==> src/rtl/mbs_pkg.sv <==
// Shared types and codes for the memory block sequencer.
// Assumes the debug-port acknowledge is presented as a 3-bit value,
// first received bit in bit 0.
package mbs_pkg;
    localparam int DATA_W = 32;

    localparam logic [2:0] ACK_OK    = 3'b001;
    localparam logic [2:0] ACK_WAIT  = 3'b010;
    localparam logic [2:0] ACK_FAULT = 3'b100;

    localparam logic [1:0] ST_OK     = 2'b00;
    localparam logic [1:0] ST_FAULT  = 2'b01;
    localparam logic [1:0] ST_WAITLIM = 2'b10;
    localparam logic [1:0] ST_BADACK = 2'b11;

    // Which register access the sequence is on.
    typedef enum logic [2:0] {
        STEP_SEL,
        STEP_CSW,
        STEP_TAR,
        STEP_DRW,
        STEP_RDB
    } step_e;

    // Control phase of the sequencer.
    typedef enum logic [2:0] {
        PH_IDLE,
        PH_FETCH,
        PH_ISSUE,
        PH_WAIT,
        PH_FIN
    } phase_e;
endpackage

==> src/rtl/mbs_word_ctr.sv <==
// Remaining-word counter for one block command.
// Loaded on command acceptance; decremented once per completed data access.
// Assumes no decrement is requested while the count is zero.
module mbs_word_ctr #(
    parameter int CNT_W = 16
) (
    input  logic             clk,
    input  logic             rst_n,
    input  logic             load,
    input  logic [CNT_W-1:0] load_val,
    input  logic             dec,
    output logic             is_last
);
    logic [CNT_W-1:0] rem_q;

    // Hold the number of data accesses still to complete.
    always_ff @(posedge clk) begin
        if (!rst_n) begin
            rem_q <= '0;
        end else if (load) begin
            rem_q <= load_val;
        end else if (dec) begin
            rem_q <= rem_q - CNT_W'(1);
        end
    end

    assign is_last = (rem_q == CNT_W'(1));
endmodule

==> src/rtl/mbs_retry_guard.sv <==
// Counts WAIT reissues of the current access and flags the limit.
// Cleared whenever an access completes with anything but a reissue.
// Assumes RETRY_MAX >= 1.
module mbs_retry_guard #(
    parameter int RETRY_MAX = 8
) (
    input  logic clk,
    input  logic rst_n,
    input  logic clr,
    input  logic bump,
    output logic exhausted
);
    localparam int RW = $clog2(RETRY_MAX + 1);

    logic [RW-1:0] cnt_q;

    // Track reissues made for the access in flight.
    always_ff @(posedge clk) begin
        if (!rst_n || clr) begin
            cnt_q <= '0;
        end else if (bump) begin
            cnt_q <= cnt_q + RW'(1);
        end
    end

    assign exhausted = (cnt_q == RW'(RETRY_MAX));
endmodule

==> src/rtl/mbs_txn_fmt.sv <==
// Maps the current sequence step to the register access fields.
// Purely combinational; bank 0 of port AP_INDEX is always selected.
module mbs_txn_fmt
    import mbs_pkg::*;
#(
    parameter logic [7:0]        AP_INDEX = 8'h00,
    parameter logic [DATA_W-1:0] CSW_CFG  = 32'h2300_0012
) (
    input  step_e             step,
    input  logic              dir_wr,
    input  logic [DATA_W-1:0] start_addr,
    input  logic [DATA_W-1:0] word,
    output logic              apndp,
    output logic              rnw,
    output logic [1:0]        a32,
    output logic [DATA_W-1:0] wdata
);
    // Select port, direction, address bits and payload per step.
    always_comb begin
        apndp = 1'b0;
        rnw   = 1'b0;
        a32   = 2'b00;
        wdata = '0;
        unique case (step)
            STEP_SEL: begin
                a32   = 2'b10;
                wdata = {AP_INDEX, 24'h00_0000};
            end
            STEP_CSW: begin
                apndp = 1'b1;
                wdata = CSW_CFG;
            end
            STEP_TAR: begin
                apndp = 1'b1;
                a32   = 2'b01;
                wdata = start_addr;
            end
            STEP_DRW: begin
                apndp = 1'b1;
                rnw   = ~dir_wr;
                a32   = 2'b11;
                wdata = dir_wr ? word : '0;
            end
            STEP_RDB: begin
                rnw = 1'b1;
                a32 = 2'b11;
            end
            default: begin
                apndp = 1'b0;
            end
        endcase
    end
endmodule

==> src/rtl/mem_block_seq.sv <==
// Memory block sequencer: turns a block read or write command into the
// select / control / address / data register accesses of a memory access
// port. Assumes the engine answers each txn_start with exactly one
// txn_done pulse at least one cycle later, and that access-port reads are
// posted (value belongs to the previous access-port read).
module mem_block_seq
    import mbs_pkg::*;
#(
    parameter int                CNT_W     = 16,
    parameter int                RETRY_MAX = 8,
    parameter logic [7:0]        AP_INDEX  = 8'h00,
    parameter logic [DATA_W-1:0] CSW_CFG   = 32'h2300_0012
) (
    input  logic              clk,
    input  logic              rst_n,
    input  logic              cmd_valid,
    output logic              cmd_ready,
    input  logic              cmd_write,
    input  logic [DATA_W-1:0] cmd_addr,
    input  logic [CNT_W-1:0]  cmd_count,
    input  logic              wr_valid,
    output logic              wr_ready,
    input  logic [DATA_W-1:0] wr_data,
    output logic              rd_valid,
    output logic [DATA_W-1:0] rd_data,
    output logic              done,
    output logic [1:0]        status,
    output logic              txn_start,
    output logic              txn_apndp,
    output logic              txn_rnw,
    output logic [1:0]        txn_a32,
    output logic [DATA_W-1:0] txn_wdata,
    input  logic              txn_done,
    input  logic [2:0]        txn_ack,
    input  logic [DATA_W-1:0] txn_rdata
);
    phase_e            phase_q, phase_d;
    step_e             step_q, step_d;
    logic [1:0]        status_q, status_d;
    logic              dir_wr_q;
    logic              first_q;
    logic [DATA_W-1:0] addr_q;
    logic [DATA_W-1:0] wbuf_q;
    logic              rd_valid_q;
    logic [DATA_W-1:0] rd_data_q;

    logic accept, take, rsp, ack_ok, ack_wait, ack_fault;
    logic cnt_last, cnt_dec, retry_exh, retry_bump, retry_clr, emit;

    assign cmd_ready = (phase_q == PH_IDLE);
    assign wr_ready  = (phase_q == PH_FETCH);
    assign txn_start = (phase_q == PH_ISSUE);
    assign done      = (phase_q == PH_FIN);
    assign status    = status_q;
    assign rd_valid  = rd_valid_q;
    assign rd_data   = rd_data_q;

    assign accept    = cmd_valid && cmd_ready;
    assign take      = wr_valid && wr_ready;
    assign rsp       = (phase_q == PH_WAIT) && txn_done;
    assign ack_ok    = (txn_ack == ACK_OK);
    assign ack_wait  = (txn_ack == ACK_WAIT);
    assign ack_fault = (txn_ack == ACK_FAULT);

    assign cnt_dec    = rsp && ack_ok && (step_q == STEP_DRW);
    assign retry_bump = rsp && ack_wait && !retry_exh;
    assign retry_clr  = accept || (rsp && !ack_wait);
    assign emit       = rsp && ack_ok && !dir_wr_q &&
                        ((step_q == STEP_RDB) || ((step_q == STEP_DRW) && !first_q));

    mbs_word_ctr #(.CNT_W(CNT_W)) u_words (
        .clk      (clk),
        .rst_n    (rst_n),
        .load     (accept),
        .load_val (cmd_count),
        .dec      (cnt_dec),
        .is_last  (cnt_last)
    );

    mbs_retry_guard #(.RETRY_MAX(RETRY_MAX)) u_retry (
        .clk       (clk),
        .rst_n     (rst_n),
        .clr       (retry_clr),
        .bump      (retry_bump),
        .exhausted (retry_exh)
    );

    mbs_txn_fmt #(.AP_INDEX(AP_INDEX), .CSW_CFG(CSW_CFG)) u_fmt (
        .step       (step_q),
        .dir_wr     (dir_wr_q),
        .start_addr (addr_q),
        .word       (wbuf_q),
        .apndp      (txn_apndp),
        .rnw        (txn_rnw),
        .a32        (txn_a32),
        .wdata      (txn_wdata)
    );

    // Decide the next phase, step and final status.
    always_comb begin
        phase_d  = phase_q;
        step_d   = step_q;
        status_d = status_q;
        unique case (phase_q)
            PH_IDLE: begin
                if (accept) begin
                    status_d = ST_OK;
                    if (cmd_count == '0) begin
                        phase_d = PH_FIN;
                    end else begin
                        step_d  = STEP_SEL;
                        phase_d = PH_ISSUE;
                    end
                end
            end
            PH_FETCH: begin
                if (take) phase_d = PH_ISSUE;
            end
            PH_ISSUE: begin
                phase_d = PH_WAIT;
            end
            PH_WAIT: begin
                if (txn_done) begin
                    if (ack_ok) begin
                        unique case (step_q)
                            STEP_SEL: begin
                                step_d  = STEP_CSW;
                                phase_d = PH_ISSUE;
                            end
                            STEP_CSW: begin
                                step_d  = STEP_TAR;
                                phase_d = PH_ISSUE;
                            end
                            STEP_TAR: begin
                                step_d  = STEP_DRW;
                                phase_d = dir_wr_q ? PH_FETCH : PH_ISSUE;
                            end
                            STEP_DRW: begin
                                if (cnt_last) begin
                                    if (dir_wr_q) begin
                                        phase_d = PH_FIN;
                                    end else begin
                                        step_d  = STEP_RDB;
                                        phase_d = PH_ISSUE;
                                    end
                                end else begin
                                    phase_d = dir_wr_q ? PH_FETCH : PH_ISSUE;
                                end
                            end
                            default: begin
                                phase_d = PH_FIN;
                            end
                        endcase
                    end else if (ack_wait && !retry_exh) begin
                        phase_d = PH_ISSUE;
                    end else begin
                        phase_d  = PH_FIN;
                        status_d = ack_wait  ? ST_WAITLIM :
                                   ack_fault ? ST_FAULT : ST_BADACK;
                    end
                end
            end
            PH_FIN: begin
                phase_d = PH_IDLE;
            end
            default: begin
                phase_d = PH_IDLE;
            end
        endcase
    end

    // Control state registers.
    always_ff @(posedge clk) begin
        if (!rst_n) begin
            phase_q  <= PH_IDLE;
            step_q   <= STEP_SEL;
            status_q <= ST_OK;
        end else begin
            phase_q  <= phase_d;
            step_q   <= step_d;
            status_q <= status_d;
        end
    end

    // Capture command fields, the pending write word and the posted-read flag.
    always_ff @(posedge clk) begin
        if (!rst_n) begin
            dir_wr_q <= 1'b0;
            addr_q   <= '0;
            wbuf_q   <= '0;
            first_q  <= 1'b0;
        end else begin
            if (accept) begin
                dir_wr_q <= cmd_write;
                addr_q   <= cmd_addr;
                first_q  <= 1'b1;
            end else if (cnt_dec) begin
                first_q  <= 1'b0;
            end
            if (take) wbuf_q <= wr_data;
        end
    end

    // Register read words leaving the block.
    always_ff @(posedge clk) begin
        if (!rst_n) begin
            rd_valid_q <= 1'b0;
            rd_data_q  <= '0;
        end else begin
            rd_valid_q <= emit;
            if (emit) rd_data_q <= txn_rdata;
        end
    end
endmodule

==> config.mk <==
export PLATFORM = sky130hd
export DESIGN_NAME = mem_block_seq
export DESIGN_NICKNAME = d
export VERILOG_FILES = /design/src/rtl/mbs_pkg.sv /design/src/rtl/mbs_word_ctr.sv /design/src/rtl/mbs_retry_guard.sv /design/src/rtl/mbs_txn_fmt.sv /design/src/rtl/mem_block_seq.sv
export SDC_FILE = /design/constraint.sdc
export NUM_CORES = 1
export LEC_CHECK = 0
export ABC_AREA = 1
export BUFFER_PORTS_ARGS = -buffer_cell sky130_fd_sc_hd__buf_2
export CAP_MARGIN = 0
export CORE_MARGIN = 4
export CORE_UTILIZATION = 50
export DETAILED_ROUTE_END_ITERATION = 12
export PLACE_DENSITY = 0.76
export SLEW_MARGIN = 20
export SYNTH_ARGS = -nofsm -noshare
export SYNTH_HDL_FRONTEND = slang
export SYNTH_SLANG_ARGS = --single-unit
==> constraint.sdc <==
create_clock -name clk -period 3.8 [get_ports clk]
set_input_delay 0.38 -clock clk [delete_from_list [all_inputs] [get_ports clk]]
set_output_delay 0.38 -clock clk [all_outputs]
set_load 0.005 [all_outputs]
; After elaboration in Yosys (flattened, before gate mapping)
; Index checks and enable logic that the tools add are counted.
[totals]
reg_bits = 127
in_bits = 121
out_inout_bits = 75
word_cells = 103
[op_classes]
add_sub_neg = 2
n_eq_ne = 23
muxes = 35
bitwise_logic = 1
n_reduce_logical = 31
[ops]
columns = cell, count
row1 = 32-bit case mux with 3 select lines, 1
row2 = 3-bit 2-to-1 mux, 14
row3 = 16-bit 2-to-1 mux, 2
row4 = 32-bit 2-to-1 mux, 1
row5 = 3-bit case mux with 4 select lines, 2
row6 = "16-bit by 1-bit equality test with 1-bit output, second input constant", 1
row7 = 16-bit logical NOT, 1
row8 = "16-bit by 1-bit subtractor with 16-bit output, second input constant", 1
row9 = "3-bit by 2-bit equality test with 1-bit output, second input constant", 5
row10 = 2-bit 2-to-1 mux, 7
row11 = 1-bit logical AND, 12
row12 = "2-bit inequality test, second input constant", 5
row13 = "3-bit by 1-bit equality test with 1-bit output, second input constant", 3
row14 = "3-bit equality test, second input constant", 3
row15 = 3-bit case mux with 3 select lines, 1
row16 = 8-bit AND reduction, 1
row17 = 3-bit logical NOT, 2
row18 = "3-bit inequality test, second input constant", 2
row19 = 2-bit case mux with 3 select lines, 1
row20 = 3-bit case mux with 2 select lines, 1
row21 = 1-bit logical NOT, 5
row22 = "5-bit by 1-bit inequality test with 1-bit output, second input constant", 1
row23 = 5-bit AND reduction, 1
row24 = "4-bit by 1-bit adder with 4-bit output, second input constant", 1
row25 = 11 further kinds, 18

; Logic depth before layout (Yosys ltp)
; Gate-level depths: netlist of run 1.
[logic_depth]
ltp_word = 7
depth_mapped = 14

; Cells and area by module
; A second synthesis of run 1 with hierarchy kept.
[hier_totals]
hier_cells = 888
area_unflattened_um2 = 6164.7
[modules_own_cells]
columns = mod, instances, cells_per_inst, area_per_inst_um2, seq_area_each_um2
row1 = mem_block_seq, 1, 556, 4142.7, 2142.1
row2 = mbs_word_ctr, 1, 172, 1123.6, 320.3
row3 = mbs_txn_fmt, 1, 132, 696.9, 0.0
row4 = mbs_retry_guard, 1, 28, 201.4, 80.1

; Worst setup path before layout of run 1
; No wires, ideal clock.
[synth_path]
path_kind = reg-to-output
from = register step_q[2]
to = output txn_wdata[25]
arrival_ps = 1112
path_slack_ps = 2308
stages_incl_launch_ff = 7
n_path_buf = 1
cell_sequence = dfxtp_1 inv_2 nand2_1 nor2_1 inv_1 buf_1 o221ai_1
[synth_between]
elab_chain_cells = 2
[synth_rtl]
columns = element, line
row1 = start: declaration, mem_block_seq.sv:38  ; step_e step_q, step_d;
row2 = start signal: assignment, mem_block_seq.sv:180  ; step_q <= step_d;
row3 = 3-bit by 2-bit equality test with 1-bit output / 3-bit by 1-bit equality test with 1-bit output (equally long branches), mbs_txn_fmt.sv:24  ; unique case (step)
row4 = 32-bit case mux with 3 select lines *, mbs_txn_fmt.sv:24
row5 = end: declaration, mem_block_seq.sv:32  ; output logic [DATA_W-1:0] txn_wdata,
; Every way passes the cells marked *; elsewhere a longest branch is shown, timed or not.

; Final worst setup path of run 1
; Same ends and word-level chain as after synthesis.

==> results of run 1 <==
==> worst max path at each step <==
stage / from / end / slack [ps] / cells past startpoint
floorplan: step_q[2] / txn_wdata[25] / 2310 / 6
global placement: phase_q[0] / u_words.rem_q[9] / 1440 / 10
detailed placement: phase_q[0] / u_words.rem_q[9] / 1380 / 10
CTS: step_q[2] / txn_wdata[25] / 1340 / 6
global route: phase_q[0] / u_words.rem_q[9] / 1040 / 10
finish: step_q[2] / txn_wdata[25] / 1330 / 6
==> power by group through the flow <==
stage	Sequential (uW)	Clock, uW	Combinational [uW]
2_1_floorplan	1520	0	494
3_3_place_gp	1530	0	696
3_5_place_dp	1530	0	704
4_1_cts	1500	1690	711
5_1_grt	1510	1760	822
6_report	1500	1670	713
==> cell usage in the layout (no fill, tap or decap) <==
cell type	count
a211oi_2	1
a21boi_0	1
a21oi_1	79
a31oi_1	5
buf_2	195
buf_4	4
bufinv_16	3
clkbuf_1	5
clkbuf_16	17
clkbuf_8	5
clkinv_1	2
clkinv_2	3
dfxtp_1	127
ha_1	4
inv_1	99
inv_2	9
nand2_1	117
nand2_2	5
nand3_1	22
nand3_2	1
nand4_1	2
nor2_1	125
nor2_2	3
nor3_1	4
nor3_4	1
o211ai_1	2
o21ai_0	79
o21ai_1	30
o21ai_2	1
o21bai_1	1
o221ai_1	5
o22ai_1	27
or2_0	1
or2_1	1
xnor2_1	3
xor2_1	5
==> metal layers <==
layer | share of wire [%] | vias up | track usage [%]
met5 | 0.10 | - | 0
met4 | 2.1 | 2 | 9.58
met3 | 6.7 | 30 | 5.71
met2 | 48 | 184 | 39.3
met1 | 43 | 2571 | 29.5
li1 | - | 2962 | -
==> cell families (layout without fill, tap and decap cells) <==
| family | after synthesis | count (layout) | share of synthesized area, % |
|---|---|---|---|
| buf+inv | 154 | 342 | 11.1 |
| xor+xnor | 8 | 8 | 1.24 |
| compound gates | 231 | 231 | 21.8 |
| flops | 127 | 127 | 44.9 |
| fa+ha+maj | 4 | 4 | 0.883 |
| simple gates | 282 | 282 | 20.1 |
==> worst reg2reg max path, delay by kind of cell (launching register included) <==
family / cells / cell delay, ps
simple gates: 6 / 1150
buf+inv: 4 / 860
flops: 1 / 370
==> per-stage QoR <==
stage	hold slack, ps	total power [uW]
after floorplan	429	2010
after global placement	438	2220
after detailed placement	444	2230
after CTS	193	3900
after global routing	194	4090
final	201	3880
==> sequential cells by signal, indices dropped and copies added (netlist names) <==
| register | flops |
|---|---|
| dir_wr_q | 1 |
| rd_data | 32 |
| u_retry.cnt_q | 4 |
| step_q | 3 |
| first_q | 1 |
| status | 2 |
| rd_valid | 1 |
| addr_q | 32 |
| phase_q | 3 |
| u_words.rem_q | 16 |
| wbuf_q | 32 |
==> cell type report <==
class                   instances  share of cell area [%]
inverters                     111                    5.76
multi-input cells             525                    34.4
well taps                     140                    2.42
repair buffers                199                    13.9
flip-flops and latches        127                    35.1
clock inverters                 5                    1.38
clock buffers                  27                    7.08
==> metrics.csv, run 1 <==
stage,metric,value,unit
detailed_routing,ant_nets,0,
status,outcome,finished clean,
synth,synth_cell_type_count,35,
layout,syn2layout_area_growth,27.9,%
min_path,whs_endpoint,rd_data[21],
global_routing,grt_pass1_vias,5215,
sta,finalSetupViolations,0,
sta,clock.fmax,404,MHz
power,pwr-share-comb,18.3,%
floorplan,die_area,0.0131,sq mm
layout,fin_util,66.0,%
layout,antenna_cells,0,
synth,yosysWarnings,0,
layout,regArea,0.00254,sq mm
place,gp_congestion,0.921,
clock_network,ctsResizeCount,0,
critical_path,critical_path.cell_chain,inv_2 > nand2_1 > nor2_1 > inv_2 > o221ai_1 > buf_2,
detailed_routing,vias_per_cell,5.07,
floorplan,row_count,38,
power,switchingPower,1060,uW
synth,synth_flop_cell,dfxtp_1,
sta,skew,5.70,ps
critical_path,cp-end-kind,output pin,
critical_path,critPathLaunchType,flip-flop,
power,internal-power,2820,uW
sta,period_needed,2470,ps
synth,synth_nets,931,
critical_path,crit_top_cell,inv_2,
critical_path,critPathKind,flip-flop to output pin,
critical_path,timing.rr.start,phase_q[0],
clock_network,h-tree-depth,4,
min_path,worstHoldPathCells,3,
power,switching_share,27.3,%
sta,worst_pin_slew,1040,ps
synth,synth.area.top_cells,"dfxtp_1 (45%), nor2_1 (8.3%), nand2_1 (7.8%)",
clock_network,clock_latency,410,ps
min_path,holdCritStartpoint,txn_rdata[21],
synth,ys_seq_area_share,44.9,%
floorplan,fp.coreArea,0.0110,sq mm
sta,relSlewSlack,30.7,%
global_routing,grt_max_degree,65,
synth,synthCells,806,
detailed_routing,wire_per_inst,13.7,um
min_path,hold_path_class,input port to flip-flop,
floorplan,io_pins,196,
detailed_routing,drt_iter0_drc,457,
layout,drive_above_1_share,24.9,%
critical_path,reg2reg_depth,10,
critical_path,crit_required,3420,ps
synth,avgSynthCellArea,7.03,sq um
floorplan,start_util,51.6,%
power,seqPwrFrac,38.7,%
layout,fill_cells,1022,
critical_path,max_stage_delay,460,ps
power,p_leak,0.00337,uW
synth,netlist_top_cells_count,"dfxtp_1 (127), nor2_1 (125), nand2_1 (118), inv_1 (99)",
clock_network,cts_buffer_depth,2,
clock_network,cts_hold_buffers,0,
sta,tns,0,ps
synth,synthArstFlopShare,0,%
power,pwr-share-clk,43.0,%
synth,ys_ff_latch,127,
critical_path,cp_top_family,buffers and inverters,
floorplan,die_y,114,um
sta,slew_viol_final,0,
sta,finalWorstSetupSlack,1330,ps
global_routing,grt_pass1_wl,24700,um
detailed_routing,route.vias.total,5749,
critical_path,r2r_setup_slack,1370,ps
clock_network,cts-root-buf,clkbuf_16,
layout,multi_input_area,0.00250,sq mm
layout,nets,1106,
layout,stdcell_area,0.00725,sq mm
critical_path,timing.rr.end,u_words.rem_q[9],
place,placed_area,0.00664,sq mm
detailed_routing,routed_wl,15600,um
power,power_density,536,mW/mm^2
power,ir_drop,385,uV
critical_path,path_buf_inv,3,
detailed_routing,drt_first_pass_iters,5,
clock_network,post_cts_buffers,0,
job,max_cap_violations,0,
clock_network,cts_sinks,127,
global_routing,overflow,0,
synth,yosys.area.top_type,dfxtp_1,
critical_path,cp_max_fo,33,
synth,yosysMostFrequentCell,dfxtp_1,
global_routing,antenna_found_initial,1,
synth,synth_edf_count,0,
place,port_buffers,195,
floorplan,die-width,114,um
place,dp.cells,1102,
place,hpwl,10700,um
clock_network,clkTransAtPathRegs,50,ps
layout,fin_cells,1134,
sta,report.final.hold_viol_count,0,
synth,synth_area,0.00567,sq mm
critical_path,slowest_stage,inv_2,
global_routing,grt_usage,23.7,%
clock_network,cts_tree,yes,
place,pre_cts_ws,1380,ps
sta,period_share,65.1,%
clock_network,cts_made_buffers,17,
sta,rsz0062_at_grt,false,
critical_path,worstPathArrival,2090,ps
synth,yosysTopAreaCellShare,44.9,%
detailed_routing,route.detailed.drc,0,
No activity file was read; power rests on OpenSTA's default activity.
==> inputs of run 2 (changes only) <==
--- a/config.mk
+++ b/config.mk
@@ -9,9 +9,9 @@
 export BUFFER_PORTS_ARGS = -buffer_cell sky130_fd_sc_hd__buf_2
 export CAP_MARGIN = 0
 export CORE_MARGIN = 4
-export CORE_UTILIZATION = 50
+export CORE_UTILIZATION = 45
 export DETAILED_ROUTE_END_ITERATION = 12
-export PLACE_DENSITY = 0.76
+export PLACE_DENSITY = 0.72
 export SLEW_MARGIN = 20
 export SYNTH_ARGS = -nofsm -noshare
 export SYNTH_HDL_FRONTEND = slang
==> constraint.sdc (replaced) <==
create_clock -name clk -period 2.15 [get_ports clk]
set_input_delay 0.215 -clock clk [delete_from_list [all_inputs] [get_ports clk]]
set_output_delay 0.215 -clock clk [all_outputs]
set_load 0.005 [all_outputs]
==> metrics.csv, run 2 (synthesis gave the netlist of run 1 again) <==
stage,metric,value,unit,change
critical_path,timing.rr.start,phase_q[0],,unchanged
detailed_routing,drt_iter0_drc,309,,was 457
min_path,hold_path_class,input port to flip-flop,,unchanged
critical_path,reg2reg_depth,7,,was 10
clock_network,clkTransAtPathRegs,50,ps,about the same
layout,antenna_cells,0,,unchanged
power,pwr-share-clk,45.2,%,was 43.0%
place,hpwl,11100,um,was 10700 um
floorplan,fp.coreArea,0.0122,sq mm,was 0.0110 sq mm
detailed_routing,wire_per_inst,13.3,um,was 13.7 um
sta,rsz0062_at_grt,false,,unchanged
critical_path,worstPathArrival,1770,ps,was 2090 ps
layout,final_common_cell,buf_2,,unchanged
clock_network,cts_buffer_depth,2,,unchanged
critical_path,cp-end-kind,output pin,,unchanged
layout,drive_above_1_share,26.3,%,was 24.9%
sta,tns,0,ps,unchanged
floorplan,die_area,0.0145,sq mm,was 0.0131 sq mm
detailed_routing,routed_wl,15600,um,about the same
detailed_routing,drt_first_pass_iters,5,,unchanged
sta,period_needed,1990,ps,
critical_path,crit_required,1930,ps,was 3420 ps
power,pwr-share-comb,17.9,%,was 18.3%
clock_network,cts_tree,yes,,unchanged
detailed_routing,route.detailed.drc,0,,unchanged
critical_path,slowest_stage,dfxtp_1,,was inv_2
global_routing,antenna_found_initial,0,,was 1
sta,relSlewSlack,61.3,%,was 30.7%
power,p_leak,0.00345,uW,was 0.00337 uW
power,internal-power,5280,uW,was 2820 uW
sta,whs,36.3,ps,was 201 ps
floorplan,die_y,120,um,was 114 um
sta,slew_viol_final,0,,unchanged
power,power_density,964,mW/mm^2,was 536 mW/mm^2
sta,report.final.hold_viol_count,0,,unchanged
power,switchingPower,1900,uW,was 1060 uW
status,outcome,finished clean,,unchanged
job,max_cap_violations,0,,unchanged
global_routing,grt_usage,21.3,%,was 23.7%
clock_network,h-tree-depth,4,,unchanged
critical_path,max_stage_delay,410,ps,was 460 ps
sta,clock.fmax,504,MHz,
clock_network,cts_hold_buffers,0,,unchanged
sta,worst_pin_slew,577,ps,was 1040 ps
critical_path,critPathKind,flip-flop to output pin,,unchanged
floorplan,start_util,46.6,%,was 51.6%
floorplan,io_pins,196,,unchanged
detailed_routing,ant_nets,0,,unchanged
floorplan,row_count,40,,was 38
power,switching_share,26.5,%,was 27.3%
detailed_routing,route.vias.total,5740,,was 5749
global_routing,grt_pass1_vias,5273,,was 5215
floorplan,die-width,120,um,was 114 um
sta,finalSetupViolations,0,,unchanged
critical_path,path_buf_inv,4,,was 3
critical_path,cp_max_fo,32,,was 33
layout,regArea,0.00254,sq mm,about the same
min_path,worstHoldPathCells,3,,unchanged
layout,multi_input_area,0.00250,sq mm,about the same
critical_path,critical_path.cell_chain,inv_2 > nand2_1 > nor2_2 > inv_2 > buf_6 > o221ai_1 > buf_2,,was inv_2 > nand2_1 > nor2_1 > inv_2 > o221ai_1 > buf_2
critical_path,timing.rr.end,u_retry.cnt_q[1],,was u_words.rem_q[9]
critical_path,critPathLaunchType,flip-flop,,unchanged
layout,final_cell_mix,"buf_2 (195), dfxtp_1 (126), nor2_1 (124), nand2_1 (117), inv_1 (99)",,"was buf_2 (195), dfxtp_1 (127), nor2_1 (125), nand2_1 (117), inv_1 (99)"
power,ir_drop,423,uV,was 385 uV
clock_network,clock_latency,410,ps,about the same
clock_network,cts_sinks,127,,unchanged
layout,syn2layout_area_growth,31.5,%,was 27.9%
clock_network,cts-root-buf,clkbuf_16,,unchanged
global_routing,overflow,0,,unchanged
detailed_routing,vias_per_cell,4.91,,was 5.07
layout,fill_cells,1149,,was 1022
global_routing,grt_max_degree,49,,was 65
place,port_buffers,195,,unchanged
place,gp_congestion,0.922,,was 0.921
critical_path,cp_top_family,buffers and inverters,,unchanged
layout,nets,1114,,was 1106
layout,fin_util,61.3,%,was 66.0%
sta,period_share,92.4,%,
critical_path,r2r_setup_slack,400,ps,was 1370 ps
min_path,holdCritStartpoint,txn_rdata[3],,was txn_rdata[21]
min_path,whs_endpoint,rd_data[3],,was rd_data[21]
clock_network,cts_made_buffers,17,,unchanged
sta,skew,4.72,ps,was 5.70 ps
power,seqPwrFrac,36.9,%,was 38.7%
global_routing,grt_pass1_wl,25100,um,was 24700 um
critical_path,crit_top_cell,inv_2,,unchanged
==> run 2: cell types whose count changed in the layout (fill, tap and decap cells not counted), moves of 2 or more <==
cell        previous run  this run
buf_4                  4         9
buf_12                 0         2
clkbuf_1               5         0
bufinv_16              3         5
clkinvlp_4             0         2
==> run 2: cell type report <==
class	instances	area share, %
Clock inverter	9	2.37
Tap cell	168	2.82
Sequential cell	127	34.1
Clock buffer	23	6.82
Inverter	111	5.66
Multi-Input combinational cell	525	33.5
Timing Repair Buffer	207	14.7
==> run 2: metal layers <==
metal	track usage [%]	wire [um]
met2	34.0	7190
met3	5.10	1050
met5	0	0
met4	7.79	297
met1	28.0	7010
==> run 2: power by group through the flow <==
stage / logic (uW) / clock network (uW) / registers [uW]
6_report: 1290 / 3240 / 2650
3_5_place_dp: 1280 / 0 / 2700
3_3_place_gp: 1260 / 0 / 2690
5_1_grt: 1480 / 3400 / 2670
2_1_floorplan: 873 / 0 / 2680
4_1_cts: 1290 / 3300 / 2650
==> run 2: worst max-delay path by stage <==
| stage | to | cells past startpoint | slack (ps) | startpoint |
|---|---|---|---|---|
| finish | txn_wdata[1] | 7 | 160 | step_q[2] |
| global route | txn_wdata[1] | 7 | 20 | step_q[2] |
| floorplan | step_q[0] | 13 | 790 | u_words.rem_q[1] |
| global placement | u_words.rem_q[9] | 10 | 330 | phase_q[0] |
| detailed placement | u_words.rem_q[9] | 10 | 260 | phase_q[0] |
| CTS | txn_wdata[1] | 7 | 30 | step_q[2] |
==> run 2: what timing repair did <==
item                       4_1_cts  5_1_grt
setup endpoints to repair        0       32
hold endpoints to repair         0        0
gates resized for setup          0        4
setup buffers                    0        0
==> run 2: metrics by stage <==
stage               setup slack, ps  total power (uW)  cell area (sq um)  std cells
floorplan                       791              3550               5670        806
finish                          164              7180               7450       1170
global route                   19.6              7550               7450       1170
CTS                            34.6              7230               7440       1170
detailed placement              263              3970               6760       1138
global placement                326              3960               6760       1138
==> run 2: worst min-delay path, cell delays in order <==
cell and delay [ps]:
buf_2 80, o21ai_1 50, nor2_1 70
==> inputs of run 3 (changes only) <==
--- a/config.mk
+++ b/config.mk
@@ -5,7 +5,7 @@
 export SDC_FILE = /design/constraint.sdc
 export NUM_CORES = 1
 export LEC_CHECK = 0
-export ABC_AREA = 1
+export ABC_AREA = 0
 export BUFFER_PORTS_ARGS = -buffer_cell sky130_fd_sc_hd__buf_2
 export CAP_MARGIN = 0
 export CORE_MARGIN = 4
==> metrics.csv, run 3 <==
stage,metric,value,unit,change
critical_path,timing.rr.start,phase_q[2],,was phase_q[0]
critical_path,timing.rr.end,u_words.rem_q[14],,was u_retry.cnt_q[1]
critical_path,path_buf_inv,3,,was 4
clock_network,h-tree-depth,4,,unchanged
synth,netlist_top_cells_count,"nand2_1 (222), dfxtp_1 (127), a21oi_1 (120), clkbuf_1 (45), nor2_1 (31)",,"was dfxtp_1 (127), nor2_1 (125), nand2_1 (118), inv_1 (99)"
floorplan,row_count,40,,unchanged
detailed_routing,vias_per_cell,5.28,,was 4.91
sta,worst_pin_slew,534,ps,was 577 ps
sta,skew,9.30,ps,was 4.72 ps
floorplan,start_util,45.8,%,was 46.6%
sta,slew_viol_final,0,,unchanged
clock_network,cts_tree,yes,,unchanged
critical_path,slowest_stage,dfxtp_1,,unchanged
layout,syn2layout_area_growth,32.9,%,was 31.5%
critical_path,critPathKind,flip-flop to output pin,,unchanged
synth,synth_nets,833,,was 931
detailed_routing,ant_nets,0,,unchanged
layout,final_cell_mix,"nand2_1 (221), buf_2 (195), dfxtp_1 (126), a21oi_1 (120), nor2_1 (29)",,"was buf_2 (195), dfxtp_1 (126), nor2_1 (124), nand2_1 (117), inv_1 (99)"
critical_path,worstPathArrival,1790,ps,was 1770 ps
critical_path,critical_path.cell_chain,buf_4 > nand2b_1 > nor2_2 > buf_12 > a22o_1 > buf_2,,was inv_2 > nand2_1 > nor2_2 > inv_2 > buf_6 > o221ai_1 > buf_2
power,ir_drop,580,uV,was 423 uV
global_routing,grt_pass1_vias,5185,,was 5273
detailed_routing,routed_wl,16400,um,was 15600 um
critical_path,cp-end-kind,output pin,,unchanged
min_path,holdCritStartpoint,wr_data[28],,was txn_rdata[3]
clock_network,cts_hold_buffers,0,,unchanged
min_path,whs_endpoint,wbuf_q[28],,was rd_data[3]
synth,yosys.area.top_type,dfxtp_1,,unchanged
sta,finalWorstSetupSlack,144,ps,was 164 ps
floorplan,fp.coreArea,0.0120,sq mm,was 0.0122 sq mm
critical_path,cp_max_fo,27,,was 32
layout,final_common_cell,nand2_1,,was buf_2
job,max_cap_violations,0,,unchanged
sta,rsz0062_at_grt,false,,unchanged
floorplan,die_area,0.0141,sq mm,was 0.0145 sq mm
detailed_routing,drt_iter0_drc,475,,was 309
synth,avgSynthCellArea,7.78,sq um,was 7.03 sq um
clock_network,clock_latency,410,ps,about the same
place,hpwl,11100,um,about the same
critical_path,critPathLaunchType,flip-flop,,unchanged
clock_network,cts_sinks,127,,unchanged
sta,tns,0,ps,unchanged
synth,synth_edf_count,0,,unchanged
synth,synth.area.top_cells,"dfxtp_1 (46%), nand2_1 (15%), a21oi_1 (11%)",,"was dfxtp_1 (45%), nor2_1 (8.3%), nand2_1 (7.8%)"
sta,finalSetupViolations,0,,unchanged
layout,drive_above_1_share,29.1,%,was 26.3%
synth,ys_seq_area_share,46.2,%,was 44.9%
global_routing,overflow,0,,unchanged
synth,yosysWarnings,0,,unchanged
detailed_routing,route.detailed.drc,0,,unchanged
place,pre_cts_ws,134,ps,was 263 ps
sta,clock.fmax,499,MHz,was 504 MHz
detailed_routing,wire_per_inst,15.6,um,was 13.3 um
sta,report.final.hold_viol_count,0,,unchanged
floorplan,io_pins,196,,unchanged
synth,yosysMostFrequentCell,nand2_1,,was dfxtp_1
sta,period_needed,2010,ps,was 1990 ps
critical_path,reg2reg_depth,5,,was 7
detailed_routing,route.vias.total,5555,,was 5740
global_routing,antenna_found_initial,2,,was 0
critical_path,max_stage_delay,350,ps,was 410 ps
min_path,worstHoldPathCells,3,,unchanged
critical_path,cp_top_family,buffers and inverters,,unchanged
power,total_power,6140,uW,was 7180 uW
synth,ys_ff_latch,127,,unchanged
clock_network,cts-root-buf,clkbuf_16,,unchanged
global_routing,grt_pass1_wl,26200,um,was 25100 um
clock_network,cts_made_buffers,17,,unchanged
detailed_routing,drt_first_pass_iters,5,,unchanged
synth,synth_cell_type_count,59,,was 35
layout,antenna_cells,0,,unchanged
power,power_density,839,mW/mm^2,was 964 mW/mm^2
synth,synth_area,0.00551,sq mm,was 0.00567 sq mm
sta,period_share,93.3,%,was 92.4%
sta,relSlewSlack,64.4,%,was 61.3%
place,port_buffers,195,,unchanged
synth,synth_flop_cell,dfxtp_1,,unchanged
synth,synthArstFlopShare,0,%,unchanged
global_routing,grt_usage,22.9,%,was 21.3%
min_path,hold_path_class,input port to flip-flop,,unchanged
clock_network,cts_buffer_depth,2,,unchanged
place,gp_congestion,0.876,,was 0.922
clock_network,clkTransAtPathRegs,60,ps,was 50 ps
floorplan,die_y,119,um,was 120 um
synth,synthCells,708,,was 806
critical_path,crit_required,1930,ps,about the same
synth,yosysTopAreaCellShare,46.2,%,was 44.9%
status,outcome,finished clean,,unchanged
floorplan,die-width,119,um,was 120 um
critical_path,r2r_setup_slack,200,ps,was 400 ps
global_routing,grt_max_degree,115,,was 49
layout,nets,1017,,was 1114
power,p_leak,0.00307,uW,was 0.00345 uW
-- run 3: cell type report --
| cell class | count | area, sq um |
|---|---|---|
| tap | 147 | 184 |
| inverter | 7 | 27.5 |
| multi-input combinational | 521 | 2740 |
| clock inverter | 10 | 161 |
| clock buffer | 22 | 454 |
| sequential | 127 | 2540 |
| timing repair buffer | 218 | 1210 |
| fill | 1163 | 4690 |
-- run 3: worst max-delay path by stage --
stage,start,end,slack [ps],depth (start not counted)
3_3_place_gp,cmd_count[14],step_q[1],200,6
3_5_place_dp,cmd_count[11],step_q[1],130,6
5_1_grt,step_q[1],txn_wdata[18],7,6
6_report,step_q[1],txn_wdata[2],140,6
4_1_cts,dir_wr_q,txn_wdata[27],70,5
2_1_floorplan,step_q[2],u_words.rem_q[14],350,6
-- run 3: worst reg2reg max path: cells and delay by family, from the launching register on --
family | cells | cell delay, ps
AOI/OAI and AO/OA | 2 | 300
DFF | 1 | 390
and+or+nand+nor | 3 | 1150
-- run 3: metal layers --
metal  track usage [%]  routed length (um)
met5                 0                  22
met4              7.68                 384
met3              8.85                1270
met2              36.0                7660
met1              28.7                7060
-- run 3: repair_timing --
action	4_1_cts	5_1_grt
gates resized for setup	0	1
buffers inserted	0	0
endpoints found under the setup margin	0	27
hold endpoints to repair	0	0
-- run 3: power by group --
part	internal (uW)	leakage [uW]	switching, uW
Clock	1970	0.000290	1030
Sequential	2450	0.00103	69.5
Combinational	264	0.00174	356
-- run 3: logic make-up after synthesis --
logic type      Yosys count  synth area share, %
compound gates          197                 21.9
xor+xnor                  5                0.796
fa+ha+maj                 4                0.909
buf+inv                  60                 4.36
flops                   127                 46.2
mux                       6                 1.14
simple gates            309                 24.7
-- run 3: metrics by stage --
stage	hold WS, ps	util (%)	instances	instance area [sq um]
floorplan	351	-	708	5510
global placement	439	55.8	1020	6700
detailed placement	443	55.8	1020	6700
CTS	23.2	60.9	1052	7320
global route	29.4	60.9	1052	7320
finish	32.1	60.9	1052	7320
